==> src/rtl/shadow_attr_pkg.sv <==
package shadow_attr_pkg;

    typedef struct packed {
        logic cache_en;
        logic wr_en;
        logic rd_en;
    } attr_t;

    typedef struct packed {
        logic write;
        logic code;
        logic from_pci;
    } acc_t;

    typedef struct packed {
        logic valid;
        logic dram;
        logic fwd;
        logic l1;
        logic l2;
        logic claim;
    } route_t;

    function automatic attr_t to_attr(input logic [2:0] nib);
        attr_t a;
        a.cache_en = nib[2];
        a.wr_en    = nib[1];
        a.rd_en    = nib[0];
        return a;
    endfunction

endpackage

==> src/rtl/shadow_attr_bank.sv <==
module shadow_attr_bank #(
    parameter int NUM_REGS = 4,
    parameter int IDX_W    = 2
) (
    input  logic                  clk,
    input  logic                  rst_n,
    input  logic                  cfg_we,
    input  logic [IDX_W-1:0]      cfg_idx,
    input  logic [7:0]            cfg_wdata,
    output logic [7:0]            cfg_rdata,
    output logic [NUM_REGS*8-1:0] regs_flat
);

    logic [7:0] regs_d [NUM_REGS];
    logic [7:0] regs_q [NUM_REGS];

    always_comb begin
        for (int i = 0; i < NUM_REGS; i++) begin
            regs_d[i] = regs_q[i];
            if (cfg_we && (cfg_idx == IDX_W'(i))) begin
                regs_d[i] = cfg_wdata;
            end
        end
    end

    always_ff @(posedge clk or negedge rst_n) begin
        if (!rst_n) begin
            for (int i = 0; i < NUM_REGS; i++) begin
                regs_q[i] <= 8'h00;
            end
        end else begin
            for (int i = 0; i < NUM_REGS; i++) begin
                regs_q[i] <= regs_d[i];
            end
        end
    end

    always_comb begin
        cfg_rdata = 8'h00;
        for (int i = 0; i < NUM_REGS; i++) begin
            if (cfg_idx == IDX_W'(i)) begin
                cfg_rdata = regs_q[i];
            end
        end
    end

    generate
        for (genvar g = 0; g < NUM_REGS; g++) begin : g_flat
            assign regs_flat[g*8 +: 8] = regs_q[g];
        end
    endgenerate

    // registers come out of reset cleared
    assert_reset_clear_R1: assert property (@(posedge clk)
        !rst_n |=> regs_flat == '0);

    // a write lands in the addressed byte
    assert_write_lands_R2: assert property (@(posedge clk) disable iff (!rst_n)
        (cfg_we && (int'(cfg_idx) < NUM_REGS))
        |=> regs_flat[{$past(cfg_idx), 3'b000} +: 8] == $past(cfg_wdata));

endmodule

==> src/rtl/shadow_region_decode.sv <==
module shadow_region_decode #(
    parameter int                ADDR_W       = 32,
    parameter int                NUM_REGS     = 4,
    parameter int                REGION_SHIFT = 14,
    parameter logic [ADDR_W-1:0] WIN_BASE     = 'h000C_0000,
    parameter int                IDX_W        = 2
) (
    input  logic [ADDR_W-1:0] addr,
    input  logic              hole_en,
    input  logic [ADDR_W-1:0] hole_base,
    input  logic [ADDR_W-1:0] hole_limit,
    output logic              in_win,
    output logic [IDX_W-1:0]  reg_sel,
    output logic              upper,
    output logic              hole_hit
);

    localparam int              RIDX_W   = IDX_W + 1;
    localparam logic [ADDR_W:0] WIN_SIZE = (ADDR_W+1)'(NUM_REGS * 2) << REGION_SHIFT;

    logic [ADDR_W-1:0] offset;
    logic [RIDX_W-1:0] region;

    always_comb begin
        offset   = addr - WIN_BASE;
        in_win   = (addr >= WIN_BASE) && ({1'b0, offset} < WIN_SIZE);
        region   = offset[REGION_SHIFT +: RIDX_W];
        reg_sel  = region[RIDX_W-1:1];
        upper    = region[0];
        hole_hit = hole_en && (addr >= hole_base) && (addr < hole_limit);
    end

endmodule

==> src/rtl/shadow_route_logic.sv <==
module shadow_route_logic
    import shadow_attr_pkg::*;
(
    input  attr_t  attr,
    input  acc_t   acc,
    input  logic   in_win,
    input  logic   hole_hit,
    output route_t route
);

    logic allowed;
    logic rw_region;
    logic ro_region;

    always_comb begin
        rw_region = attr.rd_en && attr.wr_en;
        ro_region = attr.rd_en && !attr.wr_en;
        allowed   = acc.write ? attr.wr_en : attr.rd_en;
        route     = '0;
        if (acc.from_pci) begin
            route.claim = (!in_win || allowed) && !hole_hit;
            route.dram  = route.claim;
        end else if (!in_win) begin
            route.dram = 1'b1;
            route.l1   = 1'b1;
            route.l2   = 1'b1;
        end else begin
            route.dram = allowed;
            route.fwd  = !allowed;
            route.l1   = allowed && attr.cache_en &&
                         (rw_region || (ro_region && acc.code));
            route.l2   = allowed && attr.cache_en && rw_region;
        end
    end

endmodule

==> src/rtl/shadow_attr_router.sv <==
module shadow_attr_router
    import shadow_attr_pkg::*;
#(
    parameter int                ADDR_W       = 32,
    parameter int                NUM_REGS     = 4,
    parameter int                REGION_SHIFT = 14,
    parameter logic [ADDR_W-1:0] WIN_BASE     = 'h000C_0000,
    localparam int               IDX_W        = (NUM_REGS > 1) ? $clog2(NUM_REGS) : 1
) (
    input  logic              clk,
    input  logic              rst_n,
    input  logic              cfg_we,
    input  logic [IDX_W-1:0]  cfg_idx,
    input  logic [7:0]        cfg_wdata,
    output logic [7:0]        cfg_rdata,
    input  logic              req_valid,
    input  logic [ADDR_W-1:0] req_addr,
    input  logic              req_write,
    input  logic              req_code,
    input  logic              req_pci,
    input  logic              hole_en,
    input  logic [ADDR_W-1:0] hole_base,
    input  logic [ADDR_W-1:0] hole_limit,
    output logic              rsp_valid,
    output logic              rsp_dram,
    output logic              rsp_pci_fwd,
    output logic              rsp_l1_cache,
    output logic              rsp_l2_cache,
    output logic              rsp_claim
);

    logic [NUM_REGS*8-1:0] regs_flat;
    logic                  in_win;
    logic [IDX_W-1:0]      reg_sel;
    logic                  upper;
    logic                  hole_hit;
    attr_t                 attr;
    acc_t                  acc;
    route_t                route;
    route_t                rsp_d;
    route_t                rsp_q;

    shadow_attr_bank #(
        .NUM_REGS (NUM_REGS),
        .IDX_W    (IDX_W)
    ) u_bank (
        .clk       (clk),
        .rst_n     (rst_n),
        .cfg_we    (cfg_we),
        .cfg_idx   (cfg_idx),
        .cfg_wdata (cfg_wdata),
        .cfg_rdata (cfg_rdata),
        .regs_flat (regs_flat)
    );

    shadow_region_decode #(
        .ADDR_W       (ADDR_W),
        .NUM_REGS     (NUM_REGS),
        .REGION_SHIFT (REGION_SHIFT),
        .WIN_BASE     (WIN_BASE),
        .IDX_W        (IDX_W)
    ) u_decode (
        .addr       (req_addr),
        .hole_en    (hole_en),
        .hole_base  (hole_base),
        .hole_limit (hole_limit),
        .in_win     (in_win),
        .reg_sel    (reg_sel),
        .upper      (upper),
        .hole_hit   (hole_hit)
    );

    always_comb begin
        attr         = to_attr(regs_flat[{reg_sel, upper, 2'b00} +: 3]);
        acc.write    = req_write;
        acc.code     = req_code;
        acc.from_pci = req_pci;
    end

    shadow_route_logic u_route (
        .attr     (attr),
        .acc      (acc),
        .in_win   (in_win),
        .hole_hit (hole_hit),
        .route    (route)
    );

    always_comb begin
        rsp_d = '0;
        if (req_valid) begin
            rsp_d       = route;
            rsp_d.valid = 1'b1;
        end
    end

    always_ff @(posedge clk or negedge rst_n) begin
        if (!rst_n) begin
            rsp_q <= '0;
        end else begin
            rsp_q <= rsp_d;
        end
    end

    assign rsp_valid    = rsp_q.valid;
    assign rsp_dram     = rsp_q.dram;
    assign rsp_pci_fwd  = rsp_q.fwd;
    assign rsp_l1_cache = rsp_q.l1;
    assign rsp_l2_cache = rsp_q.l2;
    assign rsp_claim    = rsp_q.claim;

    // one-clock latency from request to result
    assert_one_cycle_R12: assert property (@(posedge clk) disable iff (!rst_n)
        rsp_valid == $past(req_valid));

    // no stray flags on idle cycles
    assert_idle_quiet_R12: assert property (@(posedge clk) disable iff (!rst_n)
        !rsp_valid |-> !(rsp_dram || rsp_pci_fwd || rsp_l1_cache || rsp_l2_cache || rsp_claim));

    // processor cycles pick exactly one destination
    assert_one_dest_R13: assert property (@(posedge clk) disable iff (!rst_n)
        $past(req_valid && !req_pci) |-> (rsp_dram != rsp_pci_fwd) && !rsp_claim);

    // bus-master cycles never forward or cache, DRAM follows claim
    assert_master_shape_R9: assert property (@(posedge clk) disable iff (!rst_n)
        $past(req_valid && req_pci) |->
            !rsp_pci_fwd && !rsp_l1_cache && !rsp_l2_cache && (rsp_dram == rsp_claim));

    // hole vetoes bus-master claims
    assert_hole_veto_R10: assert property (@(posedge clk) disable iff (!rst_n)
        $past(req_valid && req_pci && hole_en &&
              (req_addr >= hole_base) && (req_addr < hole_limit)) |-> !rsp_claim);

    // second-level caching only for DRAM-serviced cycles
    assert_l2_needs_dram_R8: assert property (@(posedge clk) disable iff (!rst_n)
        rsp_l2_cache |-> rsp_dram && rsp_l1_cache);

endmodule

==> config.mk <==
export PLATFORM = sky130hd
export DESIGN_NAME = shadow_attr_router
export DESIGN_NICKNAME = d
export VERILOG_FILES = /design/src/rtl/shadow_attr_pkg.sv /design/src/rtl/shadow_attr_bank.sv /design/src/rtl/shadow_region_decode.sv /design/src/rtl/shadow_route_logic.sv /design/src/rtl/shadow_attr_router.sv
export SDC_FILE = /design/constraint.sdc
export NUM_CORES = 1
export LEC_CHECK = 0
export ABC_AREA = 1
export BUFFER_PORTS_ARGS = -buffer_cell sky130_fd_sc_hd__buf_2
export CORE_MARGIN = 2
export CORE_UTILIZATION = 52
export CTS_CLUSTER_DIAMETER = 60
export CTS_CLUSTER_SIZE = 24
export DETAILED_ROUTE_END_ITERATION = 10
export GPL_ROUTABILITY_DRIVEN = 0
export PLACE_DENSITY_LB_ADDON = 0.12
export SLEW_MARGIN = 40
export SYNTH_ARGS = -nofsm -noshare
export SYNTH_HDL_FRONTEND = slang
export SYNTH_HIERARCHICAL = 1
export SYNTH_SLANG_ARGS = --single-unit
export TNS_END_PERCENT = 50
==> constraint.sdc <==
create_clock -name clk -period 1.65 [get_ports clk]
set_clock_uncertainty 0.05 [all_clocks]
set_input_delay 0.2475 -clock clk [delete_from_list [all_inputs] [get_ports clk]]
set_output_delay 0.2475 -clock clk [all_outputs]
set_load 0.01 [all_outputs]
==> results of run 1 <==
==> worst max-delay path, stage by stage <==
cell	delay (ns)
buf_2	0.11
buf_4	0.13
ha_4	0.21
a21oi_2	0.12
nor2_1	0.06
nor3_1	0.18
nand2_1	0.09
nand2_1	0.09
a21oi_2	0.07
nor2_2	0.12
nand2_1	0.05
and2_1	0.14
nand2_1	0.05
inv_1	0.03
==> timing repair <==
action,in CTS,in global routing
setup endpoints to repair,0,2
gates resized for setup,0,24
hold endpoints to repair,38,0
hold buffers,1,0
setup buffers,0,0
==> placed cells by master, fill, tap and decap left out, drive strengths merged, types with 2 or more instances in the layout <==
cell type / instances
o21a: 2
nand4: 12
dfrtp: 38
ha: 63
o21ai: 36
buf: 156
nand3: 45
clkbuf: 6
a21oi: 26
nor2: 35
nand2: 163
inv: 125
nor3: 2
==> power by group <==
| group | switching, mW | leakage, nW | total, mW | internal, mW |
|---|---|---|---|---|
| Sequential | 0.0986 | 0.476 | 1.16 | 1.06 |
| Clock | 0.344 | 0.0472 | 0.680 | 0.336 |
| Combinational | 0.612 | 2.45 | 1.11 | 0.498 |
==> cell type report <==
type	instances	area (sq um)	share of cell area, %
multi-input combinational	390	2480	49.7
timing repair buffer	157	863	17.3
clock buffer	6	82.6	1.66
inverter	125	469	9.42
tap	99	124	2.49
clock inverter	2	12.5	0.251
sequential	38	951	19.1
==> layer usage <==
| metal | up-vias | wire length, um | share of wire (%) | GRT usage [%] |
|---|---|---|---|---|
| li1 | 2083 | - | - | - |
| met1 | 1760 | 4030 | 41 | 26.8 |
| met2 | 133 | 4900 | 50 | 44.3 |
| met3 | 17 | 611 | 6.3 | 4.19 |
| met4 | 0 | 206 | 2.1 | 9.10 |
| met5 | - | 0 | 0 | 0 |
==> metrics by stage <==
step	setup TNS [ns]	setup slack (ns)	total power, mW
floorplan	0	0.00482	1.81
global placement	-0.476	-0.218	2.19
detailed placement	-0.500	-0.254	2.23
CTS	0	0.0514	2.91
global route	-0.0106	-0.0106	3.19
finish	0	0.103	2.95
==> worst paths after layout <==
kind | startpoint | endpoint | cells past startpoint | slack, ns
setup reg to reg | u_bank/regs_flat[20] | rsp_dram | 11 | 0.24
setup / recovery | req_addr[5] | rsp_dram | 14 | 0.10
max in group asynchronous | rst_n | u_bank/regs_flat[13] | 3 | 0.74
hold reg to reg | u_bank/regs_flat[31] | u_bank/regs_flat[31] | 2 | 0.45
hold / removal | req_valid | rsp_valid | 1 | 0.08
min in group asynchronous | rst_n | u_bank/regs_flat[8] | 3 | 0.47
==> state kept, by name (all words and copies together), names as in the netlist <==
name	flops
rsp_l1_cache	1
rsp_dram	1
rsp_valid	1
rsp_pci_fwd	1
rsp_claim	1
u_bank/regs_flat	32
rsp_l2_cache	1
==> reports/qor.csv, run 1 <==
metric;value;unit
grt_pass1_wl;16100;um
hold_class;input pin to flip-flop;
hpwlAfterDp;7910;um
finalNonFillerCells;817;
fp.dieW;90.2;um
grt_max_degree;39;
start_util;53.6;%
fin_util;69.0;%
endpoint_kind;flip-flop;
vias;3993;
cp-start-kind;input pin;
cts_tree;built;
pwr_density_cell;593;nW/um^2
syn_nets;743;
clockRootBuffer;clkbuf_8;
antenna_found_initial;0;
clkSlewWorstSetupHoldPaths;0.08;ns
rsz0062_at_grt;yes;
required;1.80;ns
dpl_cell_area;4720;sq um
drive_above_1_share;29.9;%
wirelength;9750;um
fin_crit_sh;93.7;%
row_count;31;
holdWs;0.0830;ns
arrival;1.69;ns
fp.dieH;90.2;um
ir_worst_vdd;0.288;mV
core;7210;sq um
cts.sinks;38;
synth_area_per_cell;6.83;sq um
area_delta_synth_final;28.8;%
setup_violations;0;
worst-slew-pin-transition;0.483;ns
port_buffers;127;
drc_errors;0;
drtIter0Drc;120;
cts_inserted_buffers;5;
grt_pass1_vias;3845;
cts_buffer_depth;2;
synth_cells;566;
cts-htree-levels;2;
drt-pass1-iter-count;4;
die-area;8140;sq um
final.min_clock_period;1.55;ns
post_drt_via_cell_ratio;4.89;
dp.cells;808;
wl_per_cell;11.9;um
synthesis.area;3870;sq um
ant_nets;0;
crit_fanout;2;
leakagePower;2.97;nW
max_freq;647;MHz
ioPinCount;128;
grt-ovfl-total;0;
fillers;626;
final_area;4980;sq um
status;complete, no violations;
grt_use_total;23.8;%
diodes;0;
yosysWarnings;6;
slew_headroom;67.8;%
hold_violations;0;
slew_viol_final;0;
fin_nets;894;
worstSetupPathType;input pin to flip-flop;
drv_cap;0;
clk_latency;0.29;ns
(Power assumes the default switching activity.)
==> run 2: changes to the inputs <==
--- a/config.mk
+++ b/config.mk
@@ -5,10 +5,9 @@
 export SDC_FILE = /design/constraint.sdc
 export NUM_CORES = 1
 export LEC_CHECK = 0
-export ABC_AREA = 1
 export BUFFER_PORTS_ARGS = -buffer_cell sky130_fd_sc_hd__buf_2
 export CORE_MARGIN = 2
-export CORE_UTILIZATION = 52
+export CORE_UTILIZATION = 51
 export CTS_CLUSTER_DIAMETER = 60
 export CTS_CLUSTER_SIZE = 24
 export DETAILED_ROUTE_END_ITERATION = 10
==> run 2 against run 1 <==
Against the previous run:
- largest power group is now combinational logic
- sequential power barely moved
- combinational power rose by 37%
- core utilization rose by 12 points
- largest cell class unchanged
- critical endpoint unchanged
- final cell count fell by 26%
- total power rose by 24%
- area after synthesis fell by 9.4%
- critical path depth fell by 6
- register-to-register slack got worse by 0.45 ns
- count of clock-buffer cells in the layout fell by 1
- the flow now finishes with violations (setup timing)
- die area fell by 7.3%
- hold slack got worse by 0.010 ns
==> reports/qor.csv, run 2 <==
metric;value;unit;change
status;complete, but fails checks;;
setup_ws;-0.273;ns;-0.377 ns
clkSlewWorstSetupHoldPaths;0.08;ns;about the same
largest_reg_flops;32;;unchanged
cts_tree;built;;
hold_class;input pin to flip-flop;;
reg2reg_slack;-0.21;ns;-0.45 ns
required;1.79;ns;about the same
tns;-1.34;ns;-1.34 ns
violations;setup timing;;
slew_headroom;67.0;%;-0.80 points
crit_fanout;3;;+1
fin_crit_sh;117;%;+23 points
min_to;rsp_valid;;
wl_per_cell;15.9;um;+33%
cp-start-kind;input pin;;
final.min_clock_period;1.92;ns;+0.377 ns
grt-ovfl-total;0;;unchanged
worstSetupPathType;input pin to flip-flop;;
min_from;req_valid;;
start_util;52.1;%;-1.5 points
cts_inserted_buffers;5;;unchanged
arrival;2.06;ns;+0.37 ns
area_delta_synth_final;55.1;%;
cts.sinks;38;;unchanged
setup_violations;11;;+11
final_common_cell;buf_2;;
ant_nets;0;;unchanged
clockRootBuffer;clkbuf_8;;
row_count;30;;-3.2%
rsz0062_at_grt;yes;;
grt_max_degree;39;;unchanged
max_freq;520;MHz;-20%
r2r_cells;6;;-5
endpoint_kind;flip-flop;;
hpwlAfterDp;6810;um;-14%
cts-htree-levels;2;;unchanged
slew_viol_final;0;;unchanged
hold_depth;1;;unchanged
diodes;0;;unchanged
ir_worst_vdd;0.701;mV;+140%
synth_area_per_cell;10.4;sq um;+52%
grt_pass1_vias;3144;;-18%
yosysWarnings;6;;unchanged
drt-pass1-iter-count;4;;unchanged
fp.dieW;86.9;um;-3.7%
ioPinCount;128;;unchanged
synthesis.area;3500;sq um;-9.4%
leakagePower;2.75;nW;-7.5%
cts_buffer_depth;2;;unchanged
worst-slew-pin-transition;0.495;ns;+0.0121 ns
fillers;414;;-34%
holdWs;0.0725;ns;-0.0105 ns
final_cell_mix;buf_2, buf_4, inv_1, ha_1, dfrtp_1;;
fin_nets;704;;-21%
vias;3279;;-18%
die-area;7540;sq um;-7.3%
drtIter0Drc;75;;-38%
antenna_found_initial;0;;unchanged
port_buffers;127;;unchanged
drive_above_1_share;59.5;%;+30 points
drc_errors;0;;unchanged
rr_endpoint;rsp_dram;;
hold_violations;0;;unchanged
grt_use_total;23.1;%;-0.68 points
synth_cells;337;;-40%
wirelength;9650;um;-1.0%
grt_pass1_wl;13800;um;-14%
drv_cap;0;;unchanged
fp.dieH;86.9;um;-3.7%
core;6720;sq um;-6.9%
pwr_density_cell;673;nW/um^2;+14%
reg2reg_from;u_bank/regs_flat[29];;
clk_latency;0.29;ns;about the same
post_drt_via_cell_ratio;5.39;;+10%
syn_nets;514;;-31%
run 2: timing repair:
item	CTS	global route
pin swaps	22	29
hold buffers	1	0
buffers inserted	1	3
setup endpoints to repair	12	11
hold endpoints to repair	38	0
gates resized for setup	33	67
run 2: worst max-delay path by stage:
stage                       start        to  slack [ns]
floorplan           hole_base[30]  rsp_dram       -0.25
global placement    hole_base[30]  rsp_dram       -0.60
detailed placement  hole_base[30]  rsp_dram       -0.65
CTS                  req_addr[29]  rsp_dram       -0.27
global route        hole_base[15]  rsp_dram       -0.34
finish               req_addr[15]  rsp_dram       -0.27
run 2: power breakdown:
group | leakage [nW] | switching, mW | internal, mW
Clock | 0.0683 | 0.344 | 0.606
Sequential | 0.455 | 0.0939 | 1.09
Combinational | 2.23 | 0.610 | 0.914
run 2: layout make-up:
cell class                      count  area (sq um)  area share, %
Clock buffer                        5          68.8           1.27
Clock inverter                      3          68.8           1.27
Inverter                           64           263           4.84
Multi-Input combinational cell    229          2720           50.1
Sequential cell                    38           951           17.5
Tap cell                           80           100           1.84
Timing Repair Buffer              189          1260           23.1
run 2: routing by layer:
metal	global-route usage (%)	share of wire, %	up-vias
li1	-	-	1600
met4	4.97	1.4	0
met5	0	0	-
met3	3.98	5.5	16
met1	28.8	41	1552
met2	41.7	52	111
run 2: critical path, stage by stage:
cell,delay (ns)
buf_4,0.14
ha_4,0.27
nand4_1,0.24
o41ai_4,0.41
o31ai_4,0.12
a2111oi_4,0.34
a21oi_1,0.11
and2_1,0.17
run 2: metrics by stage:
step | area [sq um] | instances | power, mW | utilization [%] | setup WS [ns]
global route | 5430 | 608 | 3.88 | 80.8 | -0.339
detailed placement | 4730 | 595 | 2.43 | 70.5 | -0.647
floorplan | 3620 | 337 | 1.84 | - | -0.248
CTS | 5010 | 605 | 3.47 | 74.6 | -0.266
global placement | 4730 | 595 | 2.39 | 70.5 | -0.603
finish | 5430 | 608 | 3.65 | 80.8 | -0.273
==> run 3: changes to the inputs <==
--- a/config.mk
+++ b/config.mk
@@ -6,8 +6,9 @@
 export NUM_CORES = 1
 export LEC_CHECK = 0
 export BUFFER_PORTS_ARGS = -buffer_cell sky130_fd_sc_hd__buf_2
+export CORE_ASPECT_RATIO = 1.4
 export CORE_MARGIN = 2
-export CORE_UTILIZATION = 51
+export CORE_UTILIZATION = 50
 export CTS_CLUSTER_DIAMETER = 60
 export CTS_CLUSTER_SIZE = 24
 export DETAILED_ROUTE_END_ITERATION = 10
@@ -16,6 +17,5 @@
 export SLEW_MARGIN = 40
 export SYNTH_ARGS = -nofsm -noshare
 export SYNTH_HDL_FRONTEND = slang
-export SYNTH_HIERARCHICAL = 1
 export SYNTH_SLANG_ARGS = --single-unit
 export TNS_END_PERCENT = 50
==> run 3 against run 2 <==
Against the previous run:
- the run still ends with setup timing left
- total power shrank 5.9%
- critical path depth shrank 5
- global-route usage grew 1.4 points
- register-to-register slack gained 0.19 ns
- first-iteration DRC count shrank 28%
- synthesized cell count shrank 1.2%
==> reports/qor.csv, run 3 <==
metric;value;unit;change
fin_util;75.1;%;-5.7 points
critical-path-slowest-cell;mux4_2;;
cts_inserted_buffers;5;;unchanged
clkSlewWorstSetupHoldPaths;0.08;ns;about the same
synth-edff-count;0;;
slew_viol_final;0;;unchanged
antenna_found_initial;0;;unchanged
max_freq;575;MHz;+11%
grt_max_degree;39;;unchanged
worst-slew-pin-transition;0.493;ns;-0.00168 ns
die-area;7440;sq um;-1.3%
synth_area_per_cell;10.1;sq um;-2.3%
port_buffers;127;;unchanged
seq_area_frac_synth;28.1;%;
hold_class;input pin to flip-flop;;
cts-htree-levels;2;;unchanged
p_seq_share;34.4;%;+2.1 points
p_sw;0.973;mW;-7.2%
status;complete, but fails checks;;
crit_fanout;2;;-1
fin_crit_sh;105;%;-11 points
dp_slack;-0.487;ns;+0.160 ns
post_drt_via_cell_ratio;5.37;;-0.50%
hpwlAfterDp;7330;um;+7.6%
rr_endpoint;rsp_l2_cache;;
tns;-0.318;ns;+1.02 ns
cts_tree;built;;
grt_pass1_vias;3280;;+4.3%
synth_area_leaders;dfrtp_1, ha_1, mux2_2;;
violations;setup timing;;
clockRootBuffer;clkbuf_8;;
finalNonFillerCells;598;;-1.6%
synth.most_common_cell;inv_1;;
final.min_clock_period;1.74;ns;-0.184 ns
power;3.44;mW;-5.9%
internal-power;2.47;mW;-5.3%
yosysWarnings;0;;-6
cp-start-kind;flip-flop;;
setup_violations;8;;-3
synthArstFlopShare;100;%;
reg2reg_from;u_bank.regs_flat[28];;
clk_latency;0.29;ns;about the same
drive_above_1_share;51.5;%;-7.9 points
ioPinCount;128;;unchanged
ir_worst_vdd;0.871;mV;+24%
ant_nets;0;;unchanged
cp_top_family;multiplexers;;
vias;3209;;-2.1%
cpMostUsedCell;buf_6;;
core;6570;sq um;-2.2%
reg2reg_slack;-0.02;ns;+0.19 ns
arrival;1.44;ns;-0.62 ns
worst-path-buf-inv;2;;+1
r2r_cells;6;;unchanged
synth_cells;333;;-1.2%
fp.dieH;101;um;+17%
path_cells;buf_6 -> mux4_2 -> buf_6;;
grt-ovfl-total;0;;unchanged
synth.distinct_cells;35;;
pwr_density_cell;697;nW/um^2;+3.5%
wl_per_cell;14.9;um;-5.9%
synth_top_area_share;28.1;%;
required;1.35;ns;-0.44 ns
endpoint_kind;output port;;
dp.cells;588;;-1.2%
dpl_cell_area;4600;sq um;-2.8%
largest_reg_flops;32;;unchanged
max_stage_delay;0.48;ns;+0.07 ns
hold_violations;0;;unchanged
holdWs;0.0556;ns;-0.0169 ns
diodes;0;;unchanged
worstSetupPathType;flip-flop to output port;;
combPwrFrac;37.7;%;-4.0 points
yosysTopAreaCell;dfrtp_1;;
fp.dieW;73.5;um;-15%
swShare;28.3;%;-0.40 points
cts_buffer_depth;2;;unchanged
synth-seq-cells;38;;
final_area;4940;sq um;-9.1%
start_util;51.4;%;-0.66 points
clkPwrFrac;27.8;%;+1.8 points
critical_path_depth;3;;-5
slew_headroom;67.1;%;+0.11 points
crit_end;cfg_rdata[1];;
final_common_cell;buf_2;;
cts.sinks;38;;unchanged
grt_pass1_wl;14300;um;+3.9%
synth_flop_cell;dfrtp_1;;
fin_nets;700;;-0.57%
area_delta_synth_final;46.1;%;
setup_ws;-0.0893;ns;+0.184 ns
syn_nets;510;;-0.78%
drtIter0Drc;54;;-28%
cp-startpoint;u_bank.regs_flat[25];;
drv_cap;0;;unchanged
drc_errors;0;;unchanged
row_count;35;;+17%
leakagePower;2.65;nW;-3.6%
final_cell_mix;buf_2, inv_1, ha_1, buf_4, dfrtp_1;;
wirelength;8930;um;-7.5%
synthTopCellsByCount;inv_1, ha_1, dfrtp_1;;
drt-pass1-iter-count;5;;+1
min_from;req_valid;;
synthesis.area;3380;sq um;-3.5%
rsz0062_at_grt;yes;;
grt_use_total;24.5;%;+1.4 points
==> run 3: cell families after synthesis <==
group                    synth area share [%]
adder cells (fa/ha/maj)                  23.3
AND/OR/NAND/NOR                          10.1
flip-flops                               28.1
AO/OA/AOI/OAI                            10.0
buffers and inverters                    7.74
multiplexers                             20.7
==> run 3: cell type report <==
cell class / count / area (sq um)
multi-input combinational: 226 / 2380
fill: 485 / 1630
timing repair buffer: 186 / 1120
sequential: 38 / 951
inverter: 66 / 253
tap: 74 / 92.6
clock buffer: 5 / 68.8
clock inverter: 3 / 68.8
==> run 3: power groups by stage <==
stage	sequential [mW]	clock [mW]	combinational [mW]
after floorplan	1.17	0	0.641
after detailed placement	1.19	0	1.18
after global placement	1.18	0	1.15
after global routing	1.20	1.00	1.44
after CTS	1.18	0.971	1.26
final	1.18	0.957	1.30
==> run 3: how the worst min path moves through the flow <==
stage / end / cells past startpoint / slack, ns
floorplan: rsp_claim / 0 / -0.1
global placement: u_bank.regs_flat[7] / 2 / 0.27
detailed placement: u_bank.regs_flat[7] / 2 / 0.27
CTS: rsp_valid / 1 / 0.05
global route: rsp_valid / 1 / 0.05
finish: rsp_valid / 1 / 0.06
==> run 3: what timing repair did <==
action,in CTS,in global routing
endpoints found under the setup margin,8,9
pin swaps,10,3
hold buffers,1,0
gates resized for setup,19,12
gates cloned,0,0
hold endpoints to repair,38,0
buffers inserted,1,1
==> run 3: layer usage <==
metal	vias up	wire length [um]	GRT usage (%)
met3	17	396	2.19
li1	1590	-	-
met5	-	0	0
met4	0	205	8.11
met2	111	4790	46.6
met1	1491	3540	28.0
